[config.mk]
export PLATFORM = sky130hd
export DESIGN_NAME = dm_addr_mapper
export DESIGN_NICKNAME = d
export VERILOG_FILES = /design/src/rtl/dm_map_pkg.sv /design/src/rtl/dm_src_select.sv /design/src/rtl/dm_bank_fold.sv /design/src/rtl/dm_attr_decode.sv /design/src/rtl/dm_addr_mapper.sv
export SDC_FILE = /design/constraint.sdc
export NUM_CORES = 1
export LEC_CHECK = 0
export ABC_CLOCK_PERIOD_IN_PS = 2910
export BUFFER_PORTS_ARGS = -buffer_cell sky130_fd_sc_hd__clkbuf_2
export CORE_AREA = 2 2 39 41
export DETAILED_ROUTE_END_ITERATION = 16
export DIE_AREA = 0 0 41 43
export SETUP_SLACK_MARGIN = 0.05
export SYNTH_ARGS = -nofsm -noshare
export SYNTH_HDL_FRONTEND = slang
export SYNTH_SLANG_ARGS = --single-unit
[constraint.sdc]
create_clock -name vclk -period 2.91
set_clock_uncertainty 0.05 [all_clocks]
set_input_delay 0.1455 -clock vclk [all_inputs]
set_output_delay 0.1455 -clock vclk [all_outputs]
set_load 0.1 [all_outputs]
[src/rtl/dm_map_pkg.sv]
package dm_map_pkg;

    localparam int OFS_W  = 7;
    localparam int BANK_W = 2;
    localparam int PHYS_W = OFS_W + BANK_W;

    typedef logic [OFS_W-1:0]  ofs_t;
    typedef logic [BANK_W-1:0] bank_t;

    typedef struct packed {
        bank_t bank;
        ofs_t  ofs;
    } dm_addr_t;

    // Test a 32-entry per-offset mask; offsets at or above 20h never match.
    function automatic logic mask_hit(input logic [31:0] mask, input ofs_t ofs);
        return (ofs[OFS_W-1:5] == '0) && mask[ofs[4:0]];
    endfunction

endpackage

[src/rtl/dm_src_select.sv]
module dm_src_select
    import dm_map_pkg::*;
(
    input  ofs_t     op_addr_i,
    input  bank_t    bank_sel_i,
    input  logic     ind_hi_i,
    input  logic [7:0] ptr_i,
    output dm_addr_t raw_o,
    output logic     indirect_o
);

    always_comb begin
        indirect_o = (op_addr_i == '0);
        if (indirect_o) begin
            raw_o.bank = {ind_hi_i, ptr_i[7]};
            raw_o.ofs  = ptr_i[6:0];
        end else begin
            raw_o.bank = bank_sel_i;
            raw_o.ofs  = op_addr_i;
        end
    end

endmodule

[src/rtl/dm_bank_fold.sv]
module dm_bank_fold
    import dm_map_pkg::*;
#(
    parameter int          NUM_BANKS   = 4,
    parameter bit          COMMON_EN   = 1'b1,
    parameter logic [6:0]  COMMON_LO   = 7'h70,
    parameter logic [31:0] SHARED_MASK = 32'h0000_0C1D,
    parameter bit          HOLE_EN     = 1'b0,
    parameter logic [6:0]  HOLE_LO     = 7'h0C,
    parameter logic [6:0]  HOLE_HI     = 7'h2F
) (
    input  dm_addr_t raw_i,
    output dm_addr_t phys_o
);

    localparam bank_t BANK_MASK  = bank_t'(NUM_BANKS - 1);
    localparam bit    COMMON_ACT = COMMON_EN && (NUM_BANKS > 1);

    bank_t wrapped;
    logic  hit_shared;
    logic  hit_common;
    logic  hit_hole;

    always_comb begin
        wrapped    = raw_i.bank & BANK_MASK;
        hit_shared = mask_hit(SHARED_MASK, raw_i.ofs);
        hit_common = COMMON_ACT && (raw_i.ofs >= COMMON_LO);
        hit_hole   = HOLE_EN && (wrapped == bank_t'(1)) &&
                     (raw_i.ofs >= HOLE_LO) && (raw_i.ofs <= HOLE_HI);
        phys_o.ofs  = raw_i.ofs;
        phys_o.bank = (hit_shared || hit_common || hit_hole) ? '0 : wrapped;
    end

endmodule

[src/rtl/dm_attr_decode.sv]
module dm_attr_decode
    import dm_map_pkg::*;
#(
    parameter logic [31:0] UNIMP_MASK = 32'h0000_0380,
    parameter logic [6:0]  SFR_LIMIT  = 7'h20
) (
    input  ofs_t  ofs_i,
    input  logic  indirect_i,
    input  logic  wr_req_i,
    output logic  impl_o,
    output logic  sfr_o,
    output logic  rd_zero_o,
    output logic  wr_en_o
);

    logic self_ref;
    logic hole;

    always_comb begin
        self_ref  = indirect_i && (ofs_i == '0);
        hole      = mask_hit(UNIMP_MASK, ofs_i);
        impl_o    = !(self_ref || hole);
        sfr_o     = (ofs_i < SFR_LIMIT);
        rd_zero_o = !impl_o;
        wr_en_o   = wr_req_i && impl_o;
    end

endmodule

[src/rtl/dm_addr_mapper.sv]
module dm_addr_mapper
    import dm_map_pkg::*;
#(
    parameter int          NUM_BANKS   = 4,
    parameter bit          COMMON_EN   = 1'b1,
    parameter logic [6:0]  COMMON_LO   = 7'h70,
    parameter logic [31:0] SHARED_MASK = 32'h0000_0C1D,
    parameter logic [31:0] UNIMP_MASK  = 32'h0000_0380,
    parameter logic [6:0]  SFR_LIMIT   = 7'h20,
    parameter bit          HOLE_EN     = 1'b0,
    parameter logic [6:0]  HOLE_LO     = 7'h0C,
    parameter logic [6:0]  HOLE_HI     = 7'h2F
) (
    input  logic [6:0] op_addr_i,
    input  logic [1:0] bank_sel_i,
    input  logic       ind_hi_i,
    input  logic [7:0] ptr_i,
    input  logic       wr_req_i,
    output logic [8:0] phys_addr_o,
    output logic       impl_o,
    output logic       sfr_o,
    output logic       rd_zero_o,
    output logic       wr_en_o
);

    dm_addr_t raw;
    dm_addr_t phys;
    logic     indirect;

    dm_src_select src_i (
        .op_addr_i  (op_addr_i),
        .bank_sel_i (bank_sel_i),
        .ind_hi_i   (ind_hi_i),
        .ptr_i      (ptr_i),
        .raw_o      (raw),
        .indirect_o (indirect)
    );

    dm_bank_fold #(
        .NUM_BANKS   (NUM_BANKS),
        .COMMON_EN   (COMMON_EN),
        .COMMON_LO   (COMMON_LO),
        .SHARED_MASK (SHARED_MASK),
        .HOLE_EN     (HOLE_EN),
        .HOLE_LO     (HOLE_LO),
        .HOLE_HI     (HOLE_HI)
    ) fold_i (
        .raw_i  (raw),
        .phys_o (phys)
    );

    dm_attr_decode #(
        .UNIMP_MASK (UNIMP_MASK),
        .SFR_LIMIT  (SFR_LIMIT)
    ) attr_i (
        .ofs_i      (phys.ofs),
        .indirect_i (indirect),
        .wr_req_i   (wr_req_i),
        .impl_o     (impl_o),
        .sfr_o      (sfr_o),
        .rd_zero_o  (rd_zero_o),
        .wr_en_o    (wr_en_o)
    );

    assign phys_addr_o = phys;

endmodule

Word level (Yosys, flattened, before mapping)
Memories as Yosys holds them, arrays and structs flattened.
Index checks and enable logic that the tools add are counted.
{ "word_totals": {"regBits": 0, "latchBits": 0, "ram_bits": 0, "rom_bits": 64, "in_bits": 19, "n_memories": 2} }
{ "mem_list": {"columns": ["memory", "words", "word_bits", "read_ports", "rd_ports_with_merged_regs", "write_ports", "line_no", "source"], "rows": [
  ["(name not given)", 32, 1, 1, 0, 0, "dm_map_pkg.sv:17", "return (ofs[OFS_W-1:5] == '0) && mask[ofs[4:0]];"],
  ["(name not given)", 32, 1, 1, 0, 0, "dm_map_pkg.sv:17", null]
]} }
{ "classes": {"add_sub_neg": 0, "n_mul": 0, "div": 0, "order_cmp": 3, "n_eq_ne": 0, "n_shift": 0, "mux": 4, "bitwise_logic": 0, "reduce_logical": 10} }
{ "op_table": {"columns": ["op", "count"], "rows": [
  ["$logic_not A7 Y1", 2],
  ["$mux W9", 1],
  ["$ge A7 B7 Y1 const B", 1],
  ["$lt A7 B6 Y1 const B", 1],
  ["$lt A5 B6 Y1 const B", 1],
  ["$logic_and A1 B1 Y1", 4],
  ["$logic_not A2 Y1", 1],
  ["$logic_or A1 B1 Y1", 2],
  ["$mux W1", 2],
  ["$mux W2", 1],
  ["$logic_not A1 Y1", 1]
]} }

Longest topological paths before layout
{ "logic_depth": {"depth_word": 8, "mapped_depth": 5, "ltp_nobuf": 4} }

Cells and area by module
From an unflattened synthesis, not the netlist that was laid out.
{ "hier_totals": {"hier_cells": 36, "hier_area_um2": 294.0} }
{ "by_module_without_submodules": {"columns": ["mod", "n_inst", "cells_per_inst", "area_each_um2", "seq_area_each_um2"], "rows": [
  ["dm_src_select", 1, 11, 123.9, 0.0],
  ["dm_bank_fold", 1, 14, 95.1, 0.0],
  ["dm_attr_decode", 1, 11, 75.1, 0.0]
]} }

Least setup slack after synthesis
OpenSTA, ideal clock, no wires.
{ "synth_path": {"kind": "in2out", "startpoint": "input port op_addr_i[3]", "endpoint": "output port phys_addr_o[5]", "arrival_ps": 2837, "t_required_ps": 2714, "path_slack_ps": -123, "stages": 4, "cell_sequence": "nor4_4 > buf_4 > nand3_1 > o21ai_0"} }
{ "synth_between": {"elab_chain_len": 2} }
{ "synth_rtl": {"columns": ["item", "line_no", "source"], "rows": [
  ["from (decl)", "dm_addr_mapper.sv:14", "input logic [6:0] op_addr_i,"],
  ["$logic_not A7 Y1", "dm_src_select.sv:13", "indirect_o = (op_addr_i == '0);"],
  ["$mux W9", "dm_src_select.sv:14", "if (indirect_o) begin"],
  ["to (decl)", "dm_addr_mapper.sv:19", "output logic [8:0] phys_addr_o,"]
]} }
No other way between the ends.

Final worst setup path
{ "layout_path": {"startpoint": "input port op_addr_i[2]", "endpoint": "output port impl_o"} }
{ "layout_between": {"elab_chain_len": 7, "elab_cells_between_ends": 10, "cone_classes": "mux: 2; reduce/logical: 7; memory: 1"} }
{ "layout_rtl": {"columns": ["item", "line_no", "source"], "rows": [
  ["$logic_not A7 Y1", "dm_src_select.sv:13", null],
  ["$mux W9", "dm_src_select.sv:14", null],
  ["$mem_v2 Z32 W1", null, null],
  ["$mux W1 (implied by the code)", "dm_map_pkg.sv:17", null],
  ["$logic_and A1 B1 Y1", "dm_map_pkg.sv:17", null],
  ["$logic_or A1 B1 Y1 *", "dm_attr_decode.sv:22", "impl_o = !(self_ref || hole);"],
  ["$logic_not A1 Y1 *", "dm_attr_decode.sv:22", null],
  ["to (decl)", "dm_addr_mapper.sv:20", "output logic impl_o,"]
]} }
Every way passes the cells marked *; elsewhere a longest branch is shown, timed or not. The select of a mux whose other input is x is not followed.

==> out/results.ini <==
[synth]
synth.area.top_cells=inv_1 (6.4%), nor4_4 (6.1%), a31o_2 (5.0%)
synth-xor-area-share=0
synth.top_cell.area_share=0.06429
yosysWarningCount=0
syn_avg_cell_area_um2=7.150
synthAdderAreaFrac=0
synth.cell_area_um2=350.3
synth_nets=68
synth.yosys.seq_area_share=0
synth_top_family_by_area=compound AO/OA/AOI/OAI gates
yosys.area.top_type=inv_1
yosys.area_share.simple=0.3393
synth.area.mux_share=0
synth_compound_area_frac=0.5429
synthCells=49
ys_types=31

[final_layout]
final.clkbuf_count=0
postLayoutCoreUtil=0.3770
layout_commonest_cell=clkbuf_2
finalNonFillerCells=95
layout_common_cells=clkbuf_2 (32), inv_1 (6), nand2_1 (3), nor3_1 (3)
final_layout_size_suffix_gt1_frac=0.5443
layout.nets=100
antenna_cells=0
register_area_um2=0
design_area_um2=521.8
syn2layout_area_growth_pct=48.93
design.seq.count=0

[power_and_ir_drop]
p_per_area_nw_per_um2=257.1
leakage_nw=0.2696
vdd_drop_max_mv=0.1010

[setup_path]
end_kind=output pin
cp.arrival_ns=2.06
cp_max_fo=12
worstSetupPathType=in2out
crit_path_end=impl_o
startpoint=op_addr_i[2]
worstPathRequired_ns=2.71
cp-start-kind=input pin

[sta]
post-route-period-util=0.7748
fmax_mhz=443.5
tns_ns=0
worst_slew_pin_slew_ns=0.6918
slew_viol_final=0
rsz0062_at_grt=no
hold_violations=0
period_needed_ns=2.255
finalSetupViolations=0
max_slew_margin=0.5353

[placement]
dp.cells=95
io_buffers=32
gp_congestion=0.7355
placed_area_um2=521.8
dpl.hpwl_um=951.9

[drt]
drt_iter0_drc=5
ant_nets=0
viasPerCell=5.316
drtPass1Iterations=2
drc=0
wirelength_mm=1.116
num_vias=505
drt-wirelength-per-cell_um=11.75

[grt]
grt_pass1_wl_mm=1.580
grt_usage=0.1181
grt_pass1_vias=388
grt_max_degree=13
antenna_found_initial=0
grt_overflow_total=0

[die]
start_util=0.2532
die_x_um=41
rows=14
die-area_um2=1763
core-area_um2=1384
boundaryPins=32
die_height_um=43

[status]
status=completed

[cts]
cts_hold_buf=0
cts_resized=0
post_cts_buffers=0

[worst_hold_path]
hold_path.class=in2out

[flow_run]
cap_violations=0

==> cells in the mapped netlist <==
cell and instances:
a41oi_1 1, nor2_1 2, nor3_4 1, o21ai_0 3, a21o_2 1, nand3_1 2
o21ai_1 1, and2_1 2, a31oi_1 1, a31oi_2 1, nor4_1 1, buf_4 1
a21boi_1 1, o41ai_2 1, a21boi_0 1, or3_1 1, nand2_1 3, nor3_1 3
or2_2 1, a311oi_1 1, buf_6 1, nand4_1 1, o221ai_1 2, a21o_1 1
a21bo_1 1, a41oi_2 1, nor4_4 1, a21oi_1 3, inv_1 6, o211a_1 1
a31o_2 2
==> worst min path at each step <==
stage	slack, ns	start	depth (start not counted)	to
finish	0.77	wr_req_i	4	wr_en_o
global placement	0.77	wr_req_i	4	wr_en_o
CTS	0.78	wr_req_i	4	wr_en_o
floorplan	0.43	op_addr_i[6]	1	sfr_o
detailed placement	0.78	wr_req_i	4	wr_en_o
global route	0.79	wr_req_i	4	wr_en_o
==> where the power goes <==
group | leakage, nW | switching [W] | internal, W | total [W]
logic | 0.270 | 0.000106 | 0.0000284 | 0.000134
clock network | 0 | 0 | 0 | 0
registers | 0 | 0 | 0 | 0
total | 0.270 | 0.000106 | 0.0000284 | 0.000134
==> cell families (layout without fill, tap and decap cells) <==
| group | count (synthesis) | after routing |
|---|---|---|
| simple gates | 18 | 18 |
| compound gates | 23 | 23 |
| buf+inv | 8 | 38 |
==> per-layer routing <==
metal / part of all wire / routed length, µm / GRT usage
met1: 0.46 / 511 / 0.1656
met2: 0.47 / 520 / 0.2031
met3: 0.075 / 84 / 0.005236
met4: 0 / 0 / 0
met5: 0 / 0 / 0
==> per-stage QoR <==
stage	hold WS, ns	total power [W]	worst slack, ns
floorplan	0.4276	0.0001001	0.03122
global placement	0.7655	0.0001330	0.7448
detailed placement	0.7799	0.0001340	0.6720
CTS	0.7799	0.0001342	0.6708
global route	0.7883	0.0001399	0.5673
finish	0.7743	0.0001341	0.6553
==> layout make-up <==
class	count	area [µm²]
well taps	16	20.02
repair buffers	32	160.2
multi-input cells	41	319.1
fillers	141	862.1
inverters	6	22.52
==> critical path, stage by stage <==
cell	delay, ns
clkbuf_2	0.14
nor4_4	0.65
a31oi_2	0.21
o211a_1	0.28
a21boi_1	0.15
clkbuf_2	0.47
No activity file was read; power rests on OpenSTA's default activity.
